===== src/rtl/tpg_pkg.sv =====
package tpg_pkg;

    // Kind of preload target decoded from one write
    typedef enum logic [1:0] {
        TGT_NONE = 2'd0,
        TGT_CODE = 2'd1,
        TGT_CARR = 2'd2
    } tgt_e;

endpackage


===== src/rtl/tpg_decode.sv =====
module tpg_decode
    import tpg_pkg::*;
#(
    parameter int NUM_CH    = 6,
    parameter int ADDR_W    = 8,
    parameter int SLOT_W    = 4,
    parameter int CODE_OFS  = 6,
    parameter int CARR_OFS  = 7,
    parameter int BCAST_IDX = 7
) (
    input  logic              wr_en,
    input  logic [ADDR_W-1:0] wr_addr,
    output tgt_e              tgt,
    output logic [NUM_CH-1:0] ch_sel
);
    localparam int IDX_W = ADDR_W - SLOT_W;

    logic [SLOT_W-1:0] slot_ofs;
    logic [IDX_W-1:0]  slot_idx;

    assign slot_ofs = wr_addr[SLOT_W-1:0];
    assign slot_idx = wr_addr[ADDR_W-1:SLOT_W];

    always_comb begin
        tgt    = TGT_NONE;
        ch_sel = '0;
        if (wr_en) begin
            if (slot_ofs == SLOT_W'(CODE_OFS)) begin
                tgt = TGT_CODE;
            end else if (slot_ofs == SLOT_W'(CARR_OFS)) begin
                tgt = TGT_CARR;
            end
            for (int n = 0; n < NUM_CH; n++) begin
                ch_sel[n] = (slot_idx == IDX_W'(n)) ||
                            (slot_idx == IDX_W'(BCAST_IDX));
            end
            if (tgt == TGT_NONE) begin
                ch_sel = '0;
            end
        end
    end

endmodule


===== src/rtl/tpg_chan_gate.sv =====
module tpg_chan_gate
    import tpg_pkg::*;
#(
    parameter int DATA_W = 16,
    parameter int CODE_W = 11,
    parameter int CARR_W = 18
) (
    input  logic              clk,
    input  logic              rst_n,
    input  tgt_e              tgt,
    input  logic              sel,
    input  logic [DATA_W-1:0] wr_data,
    input  logic              test_mode,
    input  logic              code_msb,
    input  logic              carr_msb,
    output logic              code_ld,
    output logic [CODE_W-1:0] code_val,
    output logic              carr_ld,
    output logic [CARR_W-1:0] carr_val
);
    localparam int CARR_PAD = CARR_W - DATA_W;

    typedef struct packed {
        logic              code_ld;
        logic [CODE_W-1:0] code_val;
        logic              carr_ld;
        logic [CARR_W-1:0] carr_val;
    } state_t;

    state_t st_d, st_q;

    always_comb begin
        st_d         = st_q;
        st_d.code_ld = 1'b0;
        st_d.carr_ld = 1'b0;
        if (sel && test_mode) begin
            if (tgt == TGT_CODE && !code_msb) begin
                st_d.code_ld  = 1'b1;
                st_d.code_val = wr_data[CODE_W-1:0];
            end
            if (tgt == TGT_CARR && !carr_msb) begin
                st_d.carr_ld  = 1'b1;
                st_d.carr_val = {wr_data, {CARR_PAD{1'b0}}};
            end
        end
    end

    always_ff @(posedge clk or negedge rst_n) begin
        if (!rst_n) begin
            st_q <= '0;
        end else begin
            st_q <= st_d;
        end
    end

    assign code_ld  = st_q.code_ld;
    assign code_val = st_q.code_val;
    assign carr_ld  = st_q.carr_ld;
    assign carr_val = st_q.carr_val;

    // a code strobe needs test mode and a low code MSB in the write cycle
    a_r1_code_gate: assert property (@(posedge clk) disable iff (!rst_n)
        code_ld |-> $past(test_mode && !code_msb && sel));

    // a carrier strobe needs test mode and a low carrier MSB
    a_r2_carr_gate: assert property (@(posedge clk) disable iff (!rst_n)
        carr_ld |-> $past(test_mode && !carr_msb && sel));

    // code load value is the low data bits of the write
    a_r3_code_value: assert property (@(posedge clk) disable iff (!rst_n)
        code_ld |-> code_val == $past(wr_data[CODE_W-1:0]));

    // carrier load value is the data shifted up with zeroed low bits
    a_r4_carr_value: assert property (@(posedge clk) disable iff (!rst_n)
        carr_ld |-> carr_val == {$past(wr_data), {CARR_PAD{1'b0}}});

    // with no strobe, load values hold
    a_r8_hold_value: assert property (@(posedge clk) disable iff (!rst_n)
        !code_ld && !carr_ld |-> $stable(code_val) && $stable(carr_val));

endmodule


===== src/rtl/tmode_preload_gate.sv =====
module tmode_preload_gate
    import tpg_pkg::*;
#(
    parameter int NUM_CH    = 6,
    parameter int ADDR_W    = 8,
    parameter int DATA_W    = 16,
    parameter int CODE_W    = 11,
    parameter int CARR_W    = 18,
    parameter int SLOT_W    = 4,
    parameter int CODE_OFS  = 6,
    parameter int CARR_OFS  = 7,
    parameter int BCAST_IDX = 7
) (
    input  logic                     clk,
    input  logic                     rst_n,
    input  logic                     wr_en,
    input  logic [ADDR_W-1:0]        wr_addr,
    input  logic [DATA_W-1:0]        wr_data,
    input  logic [NUM_CH-1:0]        test_mode,
    input  logic [NUM_CH-1:0]        code_msb,
    input  logic [NUM_CH-1:0]        carr_msb,
    output logic [NUM_CH-1:0]        code_ld,
    output logic [NUM_CH*CODE_W-1:0] code_ld_val,
    output logic [NUM_CH-1:0]        carr_ld,
    output logic [NUM_CH*CARR_W-1:0] carr_ld_val
);
    tgt_e              tgt;
    logic [NUM_CH-1:0] ch_sel;

    tpg_decode #(
        .NUM_CH   (NUM_CH),
        .ADDR_W   (ADDR_W),
        .SLOT_W   (SLOT_W),
        .CODE_OFS (CODE_OFS),
        .CARR_OFS (CARR_OFS),
        .BCAST_IDX(BCAST_IDX)
    ) u_decode (
        .wr_en  (wr_en),
        .wr_addr(wr_addr),
        .tgt    (tgt),
        .ch_sel (ch_sel)
    );

    for (genvar n = 0; n < NUM_CH; n++) begin : g_ch
        tpg_chan_gate #(
            .DATA_W(DATA_W),
            .CODE_W(CODE_W),
            .CARR_W(CARR_W)
        ) u_gate (
            .clk      (clk),
            .rst_n    (rst_n),
            .tgt      (tgt),
            .sel      (ch_sel[n]),
            .wr_data  (wr_data),
            .test_mode(test_mode[n]),
            .code_msb (code_msb[n]),
            .carr_msb (carr_msb[n]),
            .code_ld  (code_ld[n]),
            .code_val (code_ld_val[n*CODE_W +: CODE_W]),
            .carr_ld  (carr_ld[n]),
            .carr_val (carr_ld_val[n*CARR_W +: CARR_W])
        );
    end

    // a code strobe only follows a write at a code preload offset
    a_r8_code_addr: assert property (@(posedge clk) disable iff (!rst_n)
        (|code_ld) |-> $past(wr_en && wr_addr[SLOT_W-1:0] == SLOT_W'(CODE_OFS)));

    // a carrier strobe only follows a write at a carrier preload offset
    a_r8_carr_addr: assert property (@(posedge clk) disable iff (!rst_n)
        (|carr_ld) |-> $past(wr_en && wr_addr[SLOT_W-1:0] == SLOT_W'(CARR_OFS)));

    // a write targets one counter kind, so both strobe kinds never coexist
    a_r7_one_kind: assert property (@(posedge clk) disable iff (!rst_n)
        !((|code_ld) && (|carr_ld)));

    // no write strobe, no load strobe in the next cycle
    a_r7_idle: assert property (@(posedge clk) disable iff (!rst_n)
        !wr_en |=> (code_ld == '0) && (carr_ld == '0));

endmodule


===== config.mk =====
export PLATFORM = sky130hd
export DESIGN_NAME = tmode_preload_gate
export DESIGN_NICKNAME = d
export VERILOG_FILES = /design/src/rtl/tpg_pkg.sv /design/src/rtl/tpg_decode.sv /design/src/rtl/tpg_chan_gate.sv /design/src/rtl/tmode_preload_gate.sv
export SDC_FILE = /design/constraint.sdc
export NUM_CORES = 1
export LEC_CHECK = 0
export CORE_ASPECT_RATIO = 0.75
export CORE_MARGIN = 10
export CORE_UTILIZATION = 41
export DETAILED_ROUTE_END_ITERATION = 10
export PLACE_DENSITY_LB_ADDON = 0.05
export SLEW_MARGIN = 20
export SYNTH_ARGS = -nofsm -noshare
export SYNTH_HDL_FRONTEND = slang
export SYNTH_HIERARCHICAL = 1
export SYNTH_SLANG_ARGS = --single-unit

===== constraint.sdc =====
create_clock -name clk -period 0.8 [get_ports clk]
set_input_delay 0.12 -clock clk [delete_from_list [all_inputs] [get_ports clk]]
set_output_delay 0.12 -clock clk [all_outputs]
set_load 0.02 [all_outputs]

# ---- After elaboration in Yosys (flattened, before gate mapping)
# Index checks and enable logic that the tools add are counted.
dict set report word_totals {
  reg_bits 174
  input_bits 45
  out_inout_bits 186
  elab_cells 108
}
dict set report classes {
  n_eq_ne 10
  mux 24
  n_reduce_logical 50
}
# cell n
set ops {}
lappend ops {{$mux 31} 6}
lappend ops {{$mux 19} 6}
lappend ops {{$mux 12} 6}
lappend ops {{$reduce_and 2->1} 12}
lappend ops {{$eq 4x3->1 const B} 5}
lappend ops {{$logic_and 1x1->1} 18}
lappend ops {{$logic_not 1->1} 12}
lappend ops {{$mux 6} 2}
lappend ops {{$eq 4x2->1 const B} 2}
lappend ops {{$mux 2} 4}
lappend ops {{$logic_or 1x1->1} 6}
lappend ops {{$eq 4x1->1 const B} 1}
lappend ops {{$logic_not 4->1} 1}
lappend ops {{$eq 2x1->1 const B} 1}
lappend ops {{$eq 2x2->1 const B} 1}
lappend ops {{$logic_not 2->1} 1}

# ---- Depth between registers and ports, before layout
# Gate-level depths: netlist (run 1).
dict set report depth {
  depth_word 9
  ltp_mapped 7
  ltp_nobuf 5
}

# ---- Modules after synthesis
# Netlist (run 1), hierarchy kept.
# module instances cells_per_inst area_per_inst_um2 seq_area_each_um2
set by_module_without_submodules {}
lappend by_module_without_submodules {tpg_chan_gate 6 64 1112.3 725.7}
lappend by_module_without_submodules {tpg_decode 1 18 131.4 0.0}

# ---- Least setup slack after synthesis (run 1)
# OpenSTA, ideal clock, no wires.
dict set report synth_timing {
  kind {input to register}
  start {in wr_addr[3]}
  end {reg g_ch[0].u_gate.st_q (netlist bit g_ch[0].u_gate/code_val[10])}
  setup_time_ns 0.125
  arrival_ns 2.246
  required_ns 0.675
  path_slack_ns -1.571
  cell_stages 5
  path_buffers 1
  cell_sequence {nand4b_2 nor2_1 nor4b_2 buf_4 mux2_2}
}
dict set report synth_via {
  elab_cells_between_ends 13
  classes_between {eq/ne: 3; mux: 6; reduce/logical: 4}
}
# element line
set synth_lines {}
lappend synth_lines {{start, declared} tmode_preload_gate.sv:17} ;# input logic [ADDR_W-1:0] wr_addr,
lappend synth_lines {{$eq 4x3->1} tpg_decode.sv:28} ;# if (slot_ofs == SLOT_W'(CODE_OFS)) begin
lappend synth_lines {{$mux 2} tpg_decode.sv:28}
lappend synth_lines {{$mux 2 (2 in a row)} tpg_decode.sv:27} ;# if (wr_en) begin
lappend synth_lines {{named net tgt[0]} tmode_preload_gate.sv:27} ;# tgt_e tgt;
lappend synth_lines {{$eq 2x1->1} tpg_chan_gate.sv:37} ;# if (tgt == TGT_CODE && !code_msb) begin
lappend synth_lines {{$logic_and 1x1->1} tpg_chan_gate.sv:37}
lappend synth_lines {{$reduce_and 2->1 (no source line)} n/a}
lappend synth_lines {{end signal, assigned} tpg_chan_gate.sv:52} ;# st_q <= st_d;
lappend synth_lines {{end, declared} tpg_chan_gate.sv:30} ;# state_t st_d, st_q;
# The timed path passes the listed nets, and every way through them passes these cells. The select of a mux whose other input is x is not followed.
# A chain may end at the register's enable or synchronous reset.

# ---- Worst setup path in the final report (run 1)
dict set report layout_timing {
  start {in wr_addr[3]}
  end {reg g_ch[4].u_gate.st_q (netlist bit g_ch[4].u_gate/code_val[10])}
}
dict set report layout_via {
  elab_chain_cells 9
  elab_cells_between_ends 13
  classes_between {eq/ne: 3; mux: 6; reduce/logical: 4}
}
# element line
set layout_rtl {}
lappend layout_rtl {{$eq 4x3->1} tpg_decode.sv:30} ;# end else if (slot_ofs == SLOT_W'(CARR_OFS)) begin
lappend layout_rtl {{$mux 2} tpg_decode.sv:30}
lappend layout_rtl {{$mux 2 (*)} tpg_decode.sv:28}
lappend layout_rtl {{$mux 2 (*)} tpg_decode.sv:27}
lappend layout_rtl {{$logic_not 2->1 (*)} tpg_decode.sv:37} ;# if (tgt == TGT_NONE) begin
lappend layout_rtl {{$mux 6 (*)} tpg_decode.sv:37}
lappend layout_rtl {{$mux 6 (*)} tpg_decode.sv:27}
lappend layout_rtl {{named net ch_sel[4]} tmode_preload_gate.sv:28} ;# logic [NUM_CH-1:0] ch_sel;
lappend layout_rtl {{$logic_and 1x1->1 (*)} tpg_chan_gate.sv:36} ;# if (sel && test_mode) begin
lappend layout_rtl {{$reduce_and 2->1 (no source line) (*)} n/a}
lappend layout_rtl {{end signal, assigned} tpg_chan_gate.sv:52}
lappend layout_rtl {{end, declared} tpg_chan_gate.sv:30}
# Mark *: on every way through the listed nets, which the timed path passes. The rest lies on a longest branch. The select of a mux whose other input is x is not followed.

==> impl_metrics.json, run 1 <==
{
  "routed_wl_um": 25000,
  "place_congestion": 0.840,
  "post-route-period-util_pct": 213,
  "die_w_um": 169,
  "io_buffers": 218,
  "drive_gt1_share_pct": 74.5,
  "min_period_ns": 1.70,
  "vias": 5276,
  "ys_seq_elements": 174,
  "p_per_area_nw_per_um2": 1380,
  "cp.required_ns": 1.11,
  "cts_tree": "done",
  "antenna_cells": 0,
  "crit_arrival_ns": 2.02,
  "startpoint_type": "primary input",
  "cts_sinks": 174,
  "grt_pass1_wl_um": 36400,
  "wl_per_cell_um": 22.5,
  "worstRegToRegCells": 3,
  "grt_use_total_pct": 21.4,
  "crit_top_cell": "buf_6",
  "crit_chain": "buf_6 > nand4b_4 > buf_6 > nor4b_4 > nand2_2 > buf_6 > nor4b_4 > buf_4 > clkbuf_16 > mux2_4",
  "dp_cells": 937,
  "core_area_um2": 16200,
  "fin_area_um2": 13200,
  "overflow": 0,
  "grt_max_degree": 26,
  "whs_ns": 0.152,
  "drv_slew": 0,
  "drtAntennaViolNets": 0,
  "final_cells": 1109,
  "leakagePower_nw": 6.71,
  "place_area_um2": 10700,
  "drc": 0,
  "firstDrtPassIters": 4,
  "rows": 40,
  "io_pins": 231,
  "syn_inst": 402,
  "start_util_pct": 42.1,
  "cts_buffers": 17,
  "die_h_um": 132,
  "cp-end-kind": "flip-flop",
  "cp_top_family": "simple AND/OR/NAND/NOR gates",
  "r2r_slack_ns": -0.26,
  "rsz0062_at_grt": "yes",
  "fin_skew_ns": 0,
  "hpwl_um": 15500,
  "crit_cells": 10,
  "path_class": "primary input to flip-flop",
  "fin_nets": 932,
  "vias_per_cell": 4.76,
  "final_cell_mix": "buf_4, buf_6, dfrtp_1",
  "antenna_found_initial": 0,
  "insertion_delay_ns": 0.42,
  "yosys_warnings": 6,
  "area_delta_synth_final_pct": 93.7,
  "setup_viol": 348,
  "max-vdd-ir-drop_uv": 1440,
  "root_buffer": "clkbuf_16",
  "hold_viol": 0,
  "worst-path-buf-inv": 5,
  "fmax_mhz": 587,
  "cp_max_fo": 6,
  "htree_num_levels": 4,
  "holdCritPathClass": "primary input to asynchronous set/reset pin",
  "clk_pin_slew_ns": 0.07,
  "pre_cts_ws_ns": -1.58,
  "syn_area_per_cell_um2": 16.9,
  "grt_pass1_vias": 5850,
  "critical_path.max_stage_delay_ns": 0.30,
  "synth_area_um2": 6810,
  "clk_path_buf_depth": 2,
  "die_area_um2": 22200,
  "drt_iter0_drc": 239,
  "drv_cap": 0,
  "status": "complete, but fails checks",
  "violations": "negative setup slack",
  "setup_ws_ns": -0.905,
  "seq_area_frac_synth_pct": 64.0,
  "layout_commonest_cell": "buf_4",
  "synth_cell_types": 18,
  "cp_slowest_cell": "mux2_4",
  "postLayoutCoreUtil_pct": 81.5
}
## worst reg2reg max path, stage by stage (launching register included)
cell and delay [ns]:
dfrtp_1 0.41, buf_4 0.15, buf_4 0.12, mux2_4 0.26
## power by group
group          switching (mW)  total, mW  internal [mW]  leakage (nW)
Sequential             0.0162       8.83           8.81          2.43
Clock                    3.61       8.28           4.67         0.280
Combinational           0.614       1.10          0.483          4.00
## layer usage
layer	GRT usage (%)	part of all wire [%]	up-vias	wire, µm
met3	8.67	8.0	25	1990
met5	0	0	-	0
li1	-	-	2367	-
met1	26.2	41	2708	10200
met4	5.60	1.4	0	345
met2	34.0	50	176	12400
## kinds of logic (layout without fill, tap and decap cells)
family | after synthesis | count (layout) | share of synthesized area [%]
AO/OA/AOI/OAI | 1 | 1 | 0.184
multiplexers | 162 | 162 | 26.8
XOR/XNOR | 3 | 3 | 0.386
other | 6 | 12 | 0.331
flip-flops | 174 | 174 | 64.0
AND/OR/NAND/NOR | 30 | 31 | 5.11
buffers and inverters | 26 | 516 | 3.20
## state kept, by name (all words and copies together) (netlist names)
signal / cells
g_ch.u_gate/carr_val: 96
g_ch.u_gate/code_val: 66
g_ch.u_gate/carr_ld: 6
g_ch.u_gate/code_ld: 6
## final cells by class
cell class                      instances  area [µm²]
Fill cell                             860        2990
Inverter                                1        3.75
Multi-Input combinational cell        209        2990
Sequential cell                       174        4350
Tap cell                              210         263
Timing Repair Buffer                  484        4990
Clock buffer                           18         429
Clock inverter                         13         153
## path summary, 6_finish.rpt
path	startpoint	endpoint
worst max-delay path	wr_addr[3]	g_ch[4].u_gate/code_val[10]$_DFFE_PN0P_
min in group clk	wr_addr[5]	g_ch[2].u_gate/carr_ld$_DFF_PN0_
worst min-delay path	rst_n	g_ch[4].u_gate/code_val[1]$_DFFE_PN0P_
max in group asynchronous	rst_n	g_ch[5].u_gate/carr_val[13]$_DFFE_PN0P_
worst max register to register	g_ch[0].u_gate/carr_val[10]$_DFFE_PN0P_	g_ch[0].u_gate/carr_val[10]$_DFFE_PN0P_
worst min register to register	g_ch[0].u_gate/code_val[7]$_DFFE_PN0P_	g_ch[0].u_gate/code_val[7]$_DFFE_PN0P_
## through the flow
| stage | power [mW] | TNS (ns) |
|---|---|---|
| floorplan | 9.22 | -173.03 |
| global placement | 9.96 | -291.20 |
| detailed placement | 9.98 | -297.55 |
| CTS | 18.3 | -172.68 |
| global route | 18.8 | -196.17 |
| finish | 18.2 | -181.96 |
## timing repair
item                                    in CTS  in global routing
hold buffers                                 1                  0
pin swaps                                   21                  9
resized for setup                         1147                 18
cloned                                      13                  4
setup buffers                               85                 42
hold endpoints to repair                   174                  0
endpoints found under the setup margin     348                348
## cells in the mapped netlist (all sizes together)
master	number	area [µm²]
nor3	2	10.0
or3	1	6.26
dfrtp	174	4350
mux2	162	1820
inv	1	3.75
buf	25	214
conb	6	22.5
nor2	2	7.51
nand4b	1	15.0
nand3	1	5.00
nor4b	15	259
a211oi	1	12.5
nand2	8	45.1
xor2	3	26.3
No activity file was read; power rests on OpenSTA's default activity.
==> inputs of run 2 (changes only) <==
SYNTH_HIERARCHICAL = default   (was 1)
==> impl_metrics.json, run 2 <==
{
  "max-vdd-ir-drop_uv": 1350,
  "start_util_pct": 42.4,
  "synth-edff-count": 0,
  "die_h_um": 132,
  "yosys_warnings": 0,
  "rr_startpoint": "g_ch[4].u_gate.carr_val[5]$_DFFE_PN0P_",
  "core_area_um2": 16200,
  "startpoint_type": "primary input",
  "netlist_top_cells_area": "dfrtp_1, mux2_2, buf_4",
  "path_class": "primary input to flip-flop",
  "cts_sinks": 174,
  "cts_buffers": 17,
  "layout_commonest_cell": "buf_6",
  "cp_max_fo": 8,
  "overflow": 0,
  "wl_met2_um": 11800,
  "worst-path-buf-inv": 2,
  "n_fill_cell": 910,
  "synthMuxAreaShare_pct": 27.1,
  "synth_compound_area_share_pct": 0.328,
  "cp_top_family": "simple AND/OR/NAND/NOR gates",
  "crit_chain": "buf_6 > or4b_4 > a2111o_1 > clkbuf_16 > mux2_4",
  "post-route-period-util_pct": 179,
  "wl_per_cell_um": 23.1,
  "clk_path_buf_depth": 2,
  "p_per_area_nw_per_um2": 1600,
  "cts_tree": "done",
  "async_flop_share_pct": 100,
  "crit_arrival_ns": 1.74,
  "status": "complete, but fails checks",
  "area_delta_synth_final_pct": 87.6,
  "synth_top_cell_by_area": "dfrtp_1",
  "drt_iter0_drc": 271,
  "hold_viol": 0,
  "htree_num_levels": 4,
  "hpwl_um": 15400,
  "drv_slew": 0,
  "seq_area_frac_synth_pct": 63.4,
  "synth-simple-area-share_pct": 3.73,
  "insertion_delay_ns": 0.42,
  "ys_seq_elements": 174,
  "fin_skew_ns": 0,
  "synth_cell_types": 25,
  "grt_max_degree": 30,
  "netlist.area_leader.share_pct": 63.4,
  "leakagePower_nw": 6.67,
  "cp_slowest_cell": "or4b_4",
  "antenna_found_initial": 0,
  "setup_viol": 346,
  "firstDrtPassIters": 4,
  "violations": "negative setup slack",
  "synthXorXnorAreaFrac_pct": 0.382,
  "totalPowerFinal_mw": 20.6,
  "synthFlopType": "dfrtp_1",
  "setup_ws_ns": -0.629,
  "final_cell_mix": "buf_6, dfrtp_1, buf_4",
  "yosysMostFrequentCell": "dfrtp_1",
  "place_congestion": 0.819,
  "io_buffers": 218,
  "cp.required_ns": 1.11,
  "r2r_slack_ns": -0.28,
  "min_period_ns": 1.43,
  "synth_top_family_by_area": "multiplexers",
  "vias_per_cell": 4.81,
  "syn_inst": 427,
  "drc": 0,
  "wl_met3_um": 2140,
  "syn_area_per_cell_um2": 16.1,
  "die_w_um": 170,
  "grt_pass1_wl_um": 36800,
  "worstRegToRegCells": 3,
  "worstReg2RegEnd": "g_ch[4].u_gate.carr_val[5]$_DFFE_PN0P_",
  "drive_gt1_share_pct": 72.8,
  "critical_path.max_stage_delay_ns": 0.54,
  "grt_pass1_vias": 5720,
  "whs_ns": 0.129,
  "holdCritPathClass": "primary input to asynchronous set/reset pin",
  "rows": 40,
  "rsz0062_at_grt": "yes",
  "fmax_mhz": 700,
  "root_buffer": "clkbuf_16",
  "drtAntennaViolNets": 0,
  "clk_pin_slew_ns": 0.07,
  "cp-end-kind": "flip-flop",
  "drv_cap": 0,
  "vias": 5195,
  "met1_length_um": 10400,
  "synth_area_um2": 6870,
  "synth_common_cells": "dfrtp_1, mux2_2, buf_4",
  "fin_nets": 900,
  "top_layer": "met4",
  "routed_wl_um": 24900,
  "largest_register_ff_count": 96,
  "grt_use_total_pct": 21.5,
  "synth_fa_ha_area_share_pct": 0,
  "die_area_um2": 22400,
  "io_pins": 231
}
-- run 2: where the power goes --
part / switching (mW) / total [mW] / internal, mW
clock: 3.66 / 8.82 / 5.16
combinational: 1.20 / 2.58 / 1.38
sequential: 0.193 / 9.22 / 9.03
-- run 2: cell families (layout without fill, tap and decap cells) --
logic type             count (synthesis)  after routing
AO/OA/AOI/OAI                          2              2
XOR/XNOR                               3              3
buffers and inverters                 53            483
flip-flops                           174            174
multiplexers                         162            162
other                                  1             13
AND/OR/NAND/NOR                       32             32
-- run 2: per-stage QoR --
stage / util [%] / instance area, µm² / setup TNS [ns] / setup WS, ns / std cells
2_1_floorplan: - / 7450 / -136.40 / -1.02 / 438
3_3_place_gp: 64.7 / 10500 / -245.83 / -1.33 / 924
3_5_place_dp: 64.7 / 10500 / -250.50 / -1.37 / 924
4_1_cts: 77.7 / 12600 / -142.41 / -0.677 / 1045
5_1_grt: 79.5 / 12900 / -135.50 / -0.631 / 1078
6_report: 79.5 / 12900 / -125.07 / -0.629 / 1079
-- run 2: worst max path at each step --
stage	slack, ns	endpoint	cells after the start	startpoint
floorplan	-1.02	g_ch[0].u_gate.carr_val[10]$_DFFE_PN0P_	6	wr_addr[4]
global placement	-1.33	g_ch[0].u_gate.code_val[8]$_DFFE_PN0P_	5	wr_addr[5]
detailed placement	-1.37	g_ch[0].u_gate.code_val[7]$_DFFE_PN0P_	5	wr_addr[4]
CTS	-0.68	g_ch[0].u_gate.carr_val[9]$_DFFE_PN0P_	5	wr_addr[6]
global route	-0.63	g_ch[0].u_gate.carr_val[11]$_DFFE_PN0P_	5	wr_addr[6]
finish	-0.63	g_ch[0].u_gate.carr_val[11]$_DFFE_PN0P_	5	wr_addr[6]
-- run 2: final cells by class --
type / count / area [µm²] / share of cell area (%)
flip-flops and latches: 174 / 4350 / 33.8
clock inverters: 13 / 175 / 1.36
diodes: 1 / 2.50 / 0.0194
multi-input cells: 211 / 2940 / 22.8
repair buffers: 451 / 4710 / 36.5
well taps: 210 / 263 / 2.04
clock buffers: 19 / 453 / 3.51
-- run 2: timing repair --
action | 4_1_cts | 5_1_grt
gates cloned | 13 | 2
pin swaps | 11 | 13
endpoints found under the hold margin | 175 | 0
buffers inserted | 73 | 42
hold buffers | 3 | 0
setup endpoints to repair | 348 | 348
gates resized for setup | 1169 | 30
-- run 2: metal layers --
layer  track usage, %  vias up
met3             8.73       30
met1             27.6     2656
li1                 -     2319
met5                0        -
met4             6.65        0
met2             32.5      190
